File: src/rtl/bgpio_pkg.sv
package bgpio_pkg;
  localparam int unsigned BANK_BITS = 32;

  typedef enum logic [2:0] {
    RG_LEVEL, RG_DIR, RG_SET, RG_CLR, RG_RISE, RG_FALL, RG_STAT, RG_MASK
  } reg_e;

  localparam logic [4:0] CODE_MASK = 5'd13;
endpackage

File: src/rtl/bgpio_sync.sv
module bgpio_sync #(
  parameter int unsigned W      = 32,
  parameter int unsigned STAGES = 2
) (
  input  logic         clk,
  input  logic         rst_n,
  input  logic [W-1:0] d_i,
  output logic [W-1:0] q_o
);
  logic [W-1:0] stg [STAGES];

  for (genvar s = 0; s < STAGES; s++) begin : g_stage
    always_ff @(posedge clk or negedge rst_n) begin
      if (!rst_n) stg[s] <= '0;
      else        stg[s] <= (s == 0) ? d_i : stg[(s == 0) ? 0 : s-1];
    end
  end

  assign q_o = stg[STAGES-1];
endmodule

File: src/rtl/bgpio_decode.sv
module bgpio_decode
  import bgpio_pkg::*;
#(
  parameter int unsigned ADDR_W    = 12,
  parameter int unsigned NUM_BANKS = 2,
  localparam int unsigned PAGE_W   = ADDR_W - 8,
  localparam int unsigned BIDX_W   = PAGE_W + 2
) (
  input  logic [ADDR_W-1:0] addr_i,
  output logic              valid_o,
  output logic [BIDX_W-1:0] bank_o,
  output reg_e              reg_o
);
  logic [5:0] word;
  logic [4:0] code;
  logic [1:0] slot;
  logic       code_ok;

  assign word   = addr_i[7:2];
  assign code   = 5'(word / 6'd3);
  assign slot   = 2'(word % 6'd3);
  assign bank_o = {2'b00, addr_i[ADDR_W-1:8]} * BIDX_W'(3) + {{PAGE_W{1'b0}}, slot};

  always_comb begin
    code_ok = 1'b1;
    reg_o   = RG_LEVEL;
    case (code)
      5'd0:      reg_o = RG_LEVEL;
      5'd1:      reg_o = RG_DIR;
      5'd2:      reg_o = RG_SET;
      5'd3:      reg_o = RG_CLR;
      5'd4:      reg_o = RG_RISE;
      5'd5:      reg_o = RG_FALL;
      5'd6:      reg_o = RG_STAT;
      CODE_MASK: reg_o = RG_MASK;
      default:   code_ok = 1'b0;
    endcase
  end

  assign valid_o = code_ok && (addr_i[1:0] == 2'b00) &&
                   (bank_o < BIDX_W'(NUM_BANKS));
endmodule

File: src/rtl/bgpio_bank.sv
module bgpio_bank
  import bgpio_pkg::*;
#(
  parameter int unsigned W = 32
) (
  input  logic         clk,
  input  logic         rst_n,
  input  logic [W-1:0] pin_i,
  input  logic         wr_en,
  input  reg_e         reg_sel,
  input  logic [W-1:0] wdata,
  output logic [31:0]  rdata,
  output logic [W-1:0] pin_o,
  output logic [W-1:0] oe_o,
  output logic         irq_o
);
  logic [W-1:0] pin_s, pin_prev;
  logic [W-1:0] dir_q, latch_q, rise_q, fall_q, stat_q, mask_q;
  logic [W-1:0] edge_hit, clr_bits, level;

  bgpio_sync #(.W(W), .STAGES(2)) u_sync (
    .clk(clk), .rst_n(rst_n), .d_i(pin_i), .q_o(pin_s)
  );

  assign edge_hit = (pin_s & ~pin_prev & rise_q) | (~pin_s & pin_prev & fall_q);
  assign clr_bits = (wr_en && reg_sel == RG_STAT) ? wdata : '0;
  assign level    = (dir_q & latch_q) | (~dir_q & pin_s);

  always_ff @(posedge clk or negedge rst_n) begin
    if (!rst_n) begin
      pin_prev <= '0;
      dir_q    <= '0;
      latch_q  <= '0;
      rise_q   <= '0;
      fall_q   <= '0;
      stat_q   <= '0;
      mask_q   <= '0;
    end else begin
      pin_prev <= pin_s;
      stat_q   <= (stat_q & ~clr_bits) | edge_hit;
      if (wr_en) begin
        case (reg_sel)
          RG_DIR:  dir_q   <= wdata;
          RG_SET:  latch_q <= latch_q | wdata;
          RG_CLR:  latch_q <= latch_q & ~wdata;
          RG_RISE: rise_q  <= wdata;
          RG_FALL: fall_q  <= wdata;
          RG_MASK: mask_q  <= wdata;
          default: ;
        endcase
      end
    end
  end

  function automatic logic [31:0] pad(input logic [W-1:0] v);
    pad = '0;
    pad[W-1:0] = v;
  endfunction

  always_comb begin
    case (reg_sel)
      RG_LEVEL: rdata = pad(level);
      RG_DIR:   rdata = pad(dir_q);
      RG_RISE:  rdata = pad(rise_q);
      RG_FALL:  rdata = pad(fall_q);
      RG_STAT:  rdata = pad(stat_q);
      RG_MASK:  rdata = pad(mask_q);
      default:  rdata = '0;
    endcase
  end

  assign pin_o = latch_q;
  assign oe_o  = dir_q;
  assign irq_o = |(stat_q & mask_q);

  // a detected edge always leaves its status bit set, clear or not
  a_r6_edge_beats_clear: assert property (@(posedge clk) disable iff (!rst_n)
    1'b1 |=> ((stat_q & $past(edge_hit)) == $past(edge_hit)));

  // a status bit falls only where a one was written to it
  a_r5_clear_only_by_w1c: assert property (@(posedge clk) disable iff (!rst_n)
    1'b1 |=> ((($past(stat_q) & ~stat_q) & ~$past(clr_bits)) == '0));

  // a set write raises every latch bit written as one
  a_r2_set_drives_high: assert property (@(posedge clk) disable iff (!rst_n)
    (wr_en && reg_sel == RG_SET) |=> ((pin_o & $past(wdata)) == $past(wdata)));
endmodule

File: src/rtl/bgpio_ctrl.sv
module bgpio_ctrl
  import bgpio_pkg::*;
#(
  parameter int unsigned NUM_PINS = 40,
  parameter int unsigned ADDR_W   = 12
) (
  input  logic                clk,
  input  logic                rst_n,
  input  logic                bus_sel,
  input  logic                bus_we,
  input  logic [ADDR_W-1:0]   bus_addr,
  input  logic [31:0]         bus_wdata,
  output logic [31:0]         bus_rdata,
  input  logic [NUM_PINS-1:0] gpio_in,
  output logic [NUM_PINS-1:0] gpio_out,
  output logic [NUM_PINS-1:0] gpio_oe,
  output logic                irq
);
  localparam int unsigned NUM_BANKS = (NUM_PINS + BANK_BITS - 1) / BANK_BITS;
  localparam int unsigned LAST_W    = NUM_PINS - BANK_BITS * (NUM_BANKS - 1);
  localparam int unsigned BIDX_W    = ADDR_W - 8 + 2;

  logic              dec_valid;
  logic [BIDX_W-1:0] dec_bank;
  reg_e              dec_reg;
  logic [31:0]       bank_rd [NUM_BANKS];
  logic [NUM_BANKS-1:0] bank_irq;
  logic [31:0]       rd_mux;

  bgpio_decode #(.ADDR_W(ADDR_W), .NUM_BANKS(NUM_BANKS)) u_dec (
    .addr_i(bus_addr), .valid_o(dec_valid), .bank_o(dec_bank), .reg_o(dec_reg)
  );

  for (genvar b = 0; b < NUM_BANKS; b++) begin : g_bank
    localparam int unsigned BW = (b == NUM_BANKS - 1) ? LAST_W : BANK_BITS;
    logic bank_wr;
    assign bank_wr = bus_sel && bus_we && dec_valid && (dec_bank == BIDX_W'(b));

    bgpio_bank #(.W(BW)) u_bank (
      .clk     (clk),
      .rst_n   (rst_n),
      .pin_i   (gpio_in[b*BANK_BITS +: BW]),
      .wr_en   (bank_wr),
      .reg_sel (dec_reg),
      .wdata   (bus_wdata[BW-1:0]),
      .rdata   (bank_rd[b]),
      .pin_o   (gpio_out[b*BANK_BITS +: BW]),
      .oe_o    (gpio_oe[b*BANK_BITS +: BW]),
      .irq_o   (bank_irq[b])
    );
  end

  always_comb begin
    rd_mux = '0;
    for (int b = 0; b < NUM_BANKS; b++) begin
      if (dec_bank == BIDX_W'(b)) rd_mux = bank_rd[b];
    end
  end

  always_ff @(posedge clk or negedge rst_n) begin
    if (!rst_n)                                bus_rdata <= '0;
    else if (bus_sel && !bus_we && dec_valid)  bus_rdata <= rd_mux;
    else                                       bus_rdata <= '0;
  end

  assign irq = |bank_irq;

  // a read of an address outside the map returns zero next cycle
  a_r1_unmapped_reads_zero: assert property (@(posedge clk) disable iff (!rst_n)
    (bus_sel && !bus_we && !dec_valid) |=> (bus_rdata == '0));
endmodule

File: config.mk
export PLATFORM = sky130hd
export DESIGN_NAME = bgpio_ctrl
export DESIGN_NICKNAME = d
export VERILOG_FILES = /design/src/rtl/bgpio_pkg.sv /design/src/rtl/bgpio_sync.sv /design/src/rtl/bgpio_decode.sv /design/src/rtl/bgpio_bank.sv /design/src/rtl/bgpio_ctrl.sv
export SDC_FILE = /design/constraint.sdc
export NUM_CORES = 1
export LEC_CHECK = 0
export BUFFER_PORTS_ARGS = -buffer_cell sky130_fd_sc_hd__buf_2
export CELL_PAD_IN_SITES_DETAIL_PLACEMENT = 2
export CELL_PAD_IN_SITES_GLOBAL_PLACEMENT = 2
export CORE_ASPECT_RATIO = 1.1
export CORE_UTILIZATION = 43
export CTS_CLUSTER_SIZE = 30
export DETAILED_ROUTE_END_ITERATION = 6
export PLACE_DENSITY_LB_ADDON = 0.1
export SLEW_MARGIN = 10
export SYNTH_ARGS = -nofsm -noshare
export SYNTH_HDL_FRONTEND = slang
export SYNTH_HIERARCHICAL = 1
export SYNTH_SLANG_ARGS = --single-unit
File: constraint.sdc
create_clock -name clk -period 3.8 [get_ports clk]
set_input_delay 0.19 -clock clk [delete_from_list [all_inputs] [get_ports clk]]
set_output_delay 0.19 -clock clk [all_outputs]
set_load 0.01 [all_outputs]
==> out/qor.yml <==
sta:
  fin_skew_ns: 0.0261
  fmax_ghz: 0.165
  hold_ws_ns: 0.0316
  slew_headroom_pct: 40.5
  layout_setup_ws_ns: -2.26
  hold_viol_final: 0
  rsz0062_at_grt: "true"
  finalCriticalPeriod_ns: 6.06
  setup_tns_ns: -554.05
  finalMaxSlewViolations: 0
  setup_viol: 272
  tightest_slew_ns: 0.892
  period_share_pct: 159
placement:
  place.gp.congestion: 0.818
  dp_slack_ns: -2.71
  dpl.hpwl_mm: 40.6
  port_buffers: 200
  dpl_cell_area_um2: 20100
  dp_cells: 2157
logic_synthesis:
  ys_seq_area_share_pct: 55.5
  syn_inst: 1449
  synth-seq-cells: 392
  synth_area_um2: 17700
  yosysUniqueCellTypes: 65
  syn_area_per_cell_um2: 12.2
  async_flop_share_pct: 100
  synth_edf_count: 0
  synth_top_flop_cell: "dfrtp_1"
  ys_warn_count: 6
finish:
  seq_area_um2: 9810
  drive_gt1_share_pct: 41.4
  fillerInstances: 3495
  final_cell_mix: "392 x dfrtp_1, 196 x buf_2, 137 x mux2_4, 114 x a22oi_1, 90 x inv_1"
  final_core_utilization_pct: 60.2
  multi_input_comb_area_um2: 8150
  nets: 1907
  final_common_cell: "dfrtp_1"
  layout.cells.non_filler: 2355
  stdcell_area_um2: 24300
  syn2layout_area_growth_pct: 37.6
clocking:
  root_buffer: "clkbuf_16"
  cts_tree: "done"
  clock-sinks: 392
  clk_latency_ns: 0.60
  numCtsBuffers: 44
  cts.path.max_buffers: 3
  clk_pin_slew_ns: 0.07
  cts-htree-levels: 2
detailed_routing:
  ant_nets: 0
  drt-initial-drc-count: 1196
  drt-pass1-iter-count: 5
  wl_per_cell_um: 39.4
  remaining_drc_errors: 0
  wl_mm: 92.8
  vias_per_cell: 6.44
  vias: 15200
worst_setup_path:
  cp-startpoint: "bus_addr[4]"
  slowest_stage: "fa_1"
  endpoint_kind: "flip-flop"
  worstPathRequired_ns: 4.29
  r2r_slack_ns: 1.77
  worstSetupStartpointType: "primary input"
  r2r_end: "bus_rdata[0]$_DFF_PN0_"
  cp.arrival_ns: 6.55
  regToRegStartpoint: "g_bank[0].u_bank/oe_o[0]$_DFFE_PN0P_"
  worstSetupPathType: "primary input to flip-flop"
  reg2regPathDepth: 5
  slowest_delay_ns: 0.54
  crit_fanout: 6
grt:
  grt_pass1_wl_mm: 116
  grt_overflow_total: 0
  antenna_found_initial: 1
  grt_pass1_vias: 16500
  grt_start_max_net_pins: 106
  grt_usage_pct: 37.7
floorplan:
  core.rowCount: 77
  die_w_um: 195
  initial_core_util_pct: 43.8
  dieArea_um2: 41900
  die_h_um: 215
  ioPinCount: 201
  core_area_um2: 40400
power_and_ir_drop:
  p_per_area_nw_per_um2: 435
  internal_power_mw: 7.47
  p_total_mw: 10.6
  switching_share_pct: 29.4
  pwr-share-clk_pct: 45.3
  seqPwrFrac_pct: 40.7
  comb_power_share_pct: 14.0
  p_sw_mw: 3.11
  ir_drop_uv: 429
  total_leakage_power_nw: 12.0
worst_hold_path:
  min-delay-start: "bus_wdata[0]"
  min_path_cells: 3
  hold_path.class: "primary input to flip-flop"
outcome:
  failed_checks: "negative setup slack"
  status: "complete, but fails checks"
flow_run:
  maxCapViolations: 0
kinds of logic (layout without fill, tap and decap cells):
family                   count (synthesis)  after routing  share of synthesized area (%)
flip-flops                             392            392                           55.5
AND/OR/NAND/NOR                        277            277                           9.38
AO/OA/AOI/OAI                          265            265                           10.5
multiplexers                           265            265                           16.2
buffers and inverters                  233            602                           7.23
adder cells (fa/ha/maj)                 11             11                          0.864
XOR/XNOR                                 5              5                          0.248
other                                    1             25                         0.0212
per-layer routing:
metal | routed length, µm | vias up | track usage, %
met2 | 45800 | 879 | 67.0
met1 | 34200 | 8058 | 45.0
met3 | 6180 | 411 | 5.87
met4 | 6650 | 0 | 16.4
li1 | - | 5815 | -
met5 | 0 | - | 0
worst max-delay path: cells and delay by family:
family	cells	cell delay [ns]
muxes	2	0.55
AOI/OAI and AO/OA	7	1.18
buffers and inverters	7	0.83
adders and majority gates	5	1.60
and+or+nand+nor	8	2.18
synth_stat cells, drive strengths merged (2+ instances only):
cell    count  area share (%)
a21oi       5            0.16
nor3b      13            0.67
and2        4            0.14
o21bai      2           0.085
ha          9            0.64
fa          2            0.23
nor2        6            0.14
a211oi      2           0.085
nand2     107             2.3
a22oi     114             4.8
o221ai      9            0.45
o21a        9            0.38
nand4b      3            0.15
and3b       6            0.30
inv        93             2.0
mux2      174              11
clkbuf     32            0.68
or4         5            0.23
nand2b      3            0.11
a31oi       2           0.071
mux2i      91             5.2
xnor2       4            0.20
nand3b     40             1.7
o21ai      71             2.0
or2         3            0.11
o211ai     42             1.8
nand4       7            0.25
buf       108             4.5
dfrtp     392              56
nor3       37             1.9
nand3      35            0.99
area by class of cell:
class | instances | area share, %
diodes | 1 | 0.0103
clock buffers | 66 | 5.54
clock inverters | 13 | 0.757
inverters | 93 | 1.46
multi-input cells | 847 | 33.5
flip-flops and latches | 392 | 40.4
well taps | 513 | 2.64
repair buffers | 430 | 15.7
power groups by stage:
stage / Combinational (mW) / Clock [mW] / Sequential (mW)
after floorplan: 0.614 / 0 / 4.33
after global placement: 1.10 / 0 / 4.36
after detailed placement: 1.14 / 0 / 4.37
after CTS: 1.27 / 4.59 / 4.29
after global routing: 1.51 / 4.93 / 4.31
final: 1.48 / 4.79 / 4.31
worst max path at each step:
stage / slack [ns] / end
after global routing: -2.39 / flip-flop
final: -2.26 / flip-flop
after detailed placement: -2.71 / g_bank[0].u_bank/oe_o[12]$_DFFE_PN0P_
after CTS: -1.84 / flip-flop
after global placement: -2.44 / g_bank[0].u_bank/oe_o[30]$_DFFE_PN0P_
after floorplan: -2.27 / g_bank[1].u_bank/oe_o[0]$_DFFE_PN0P_
repair_timing:
action | CTS | global route
buffers inserted | 24 | 10
hold endpoints to repair | 264 | 0
resized for setup | 165 | 114
cloned | 8 | 15
hold buffers | 67 | 0
endpoints found under the setup margin | 272 | 272
pin swaps | 30 | 47
(Power assumes the default switching activity.)
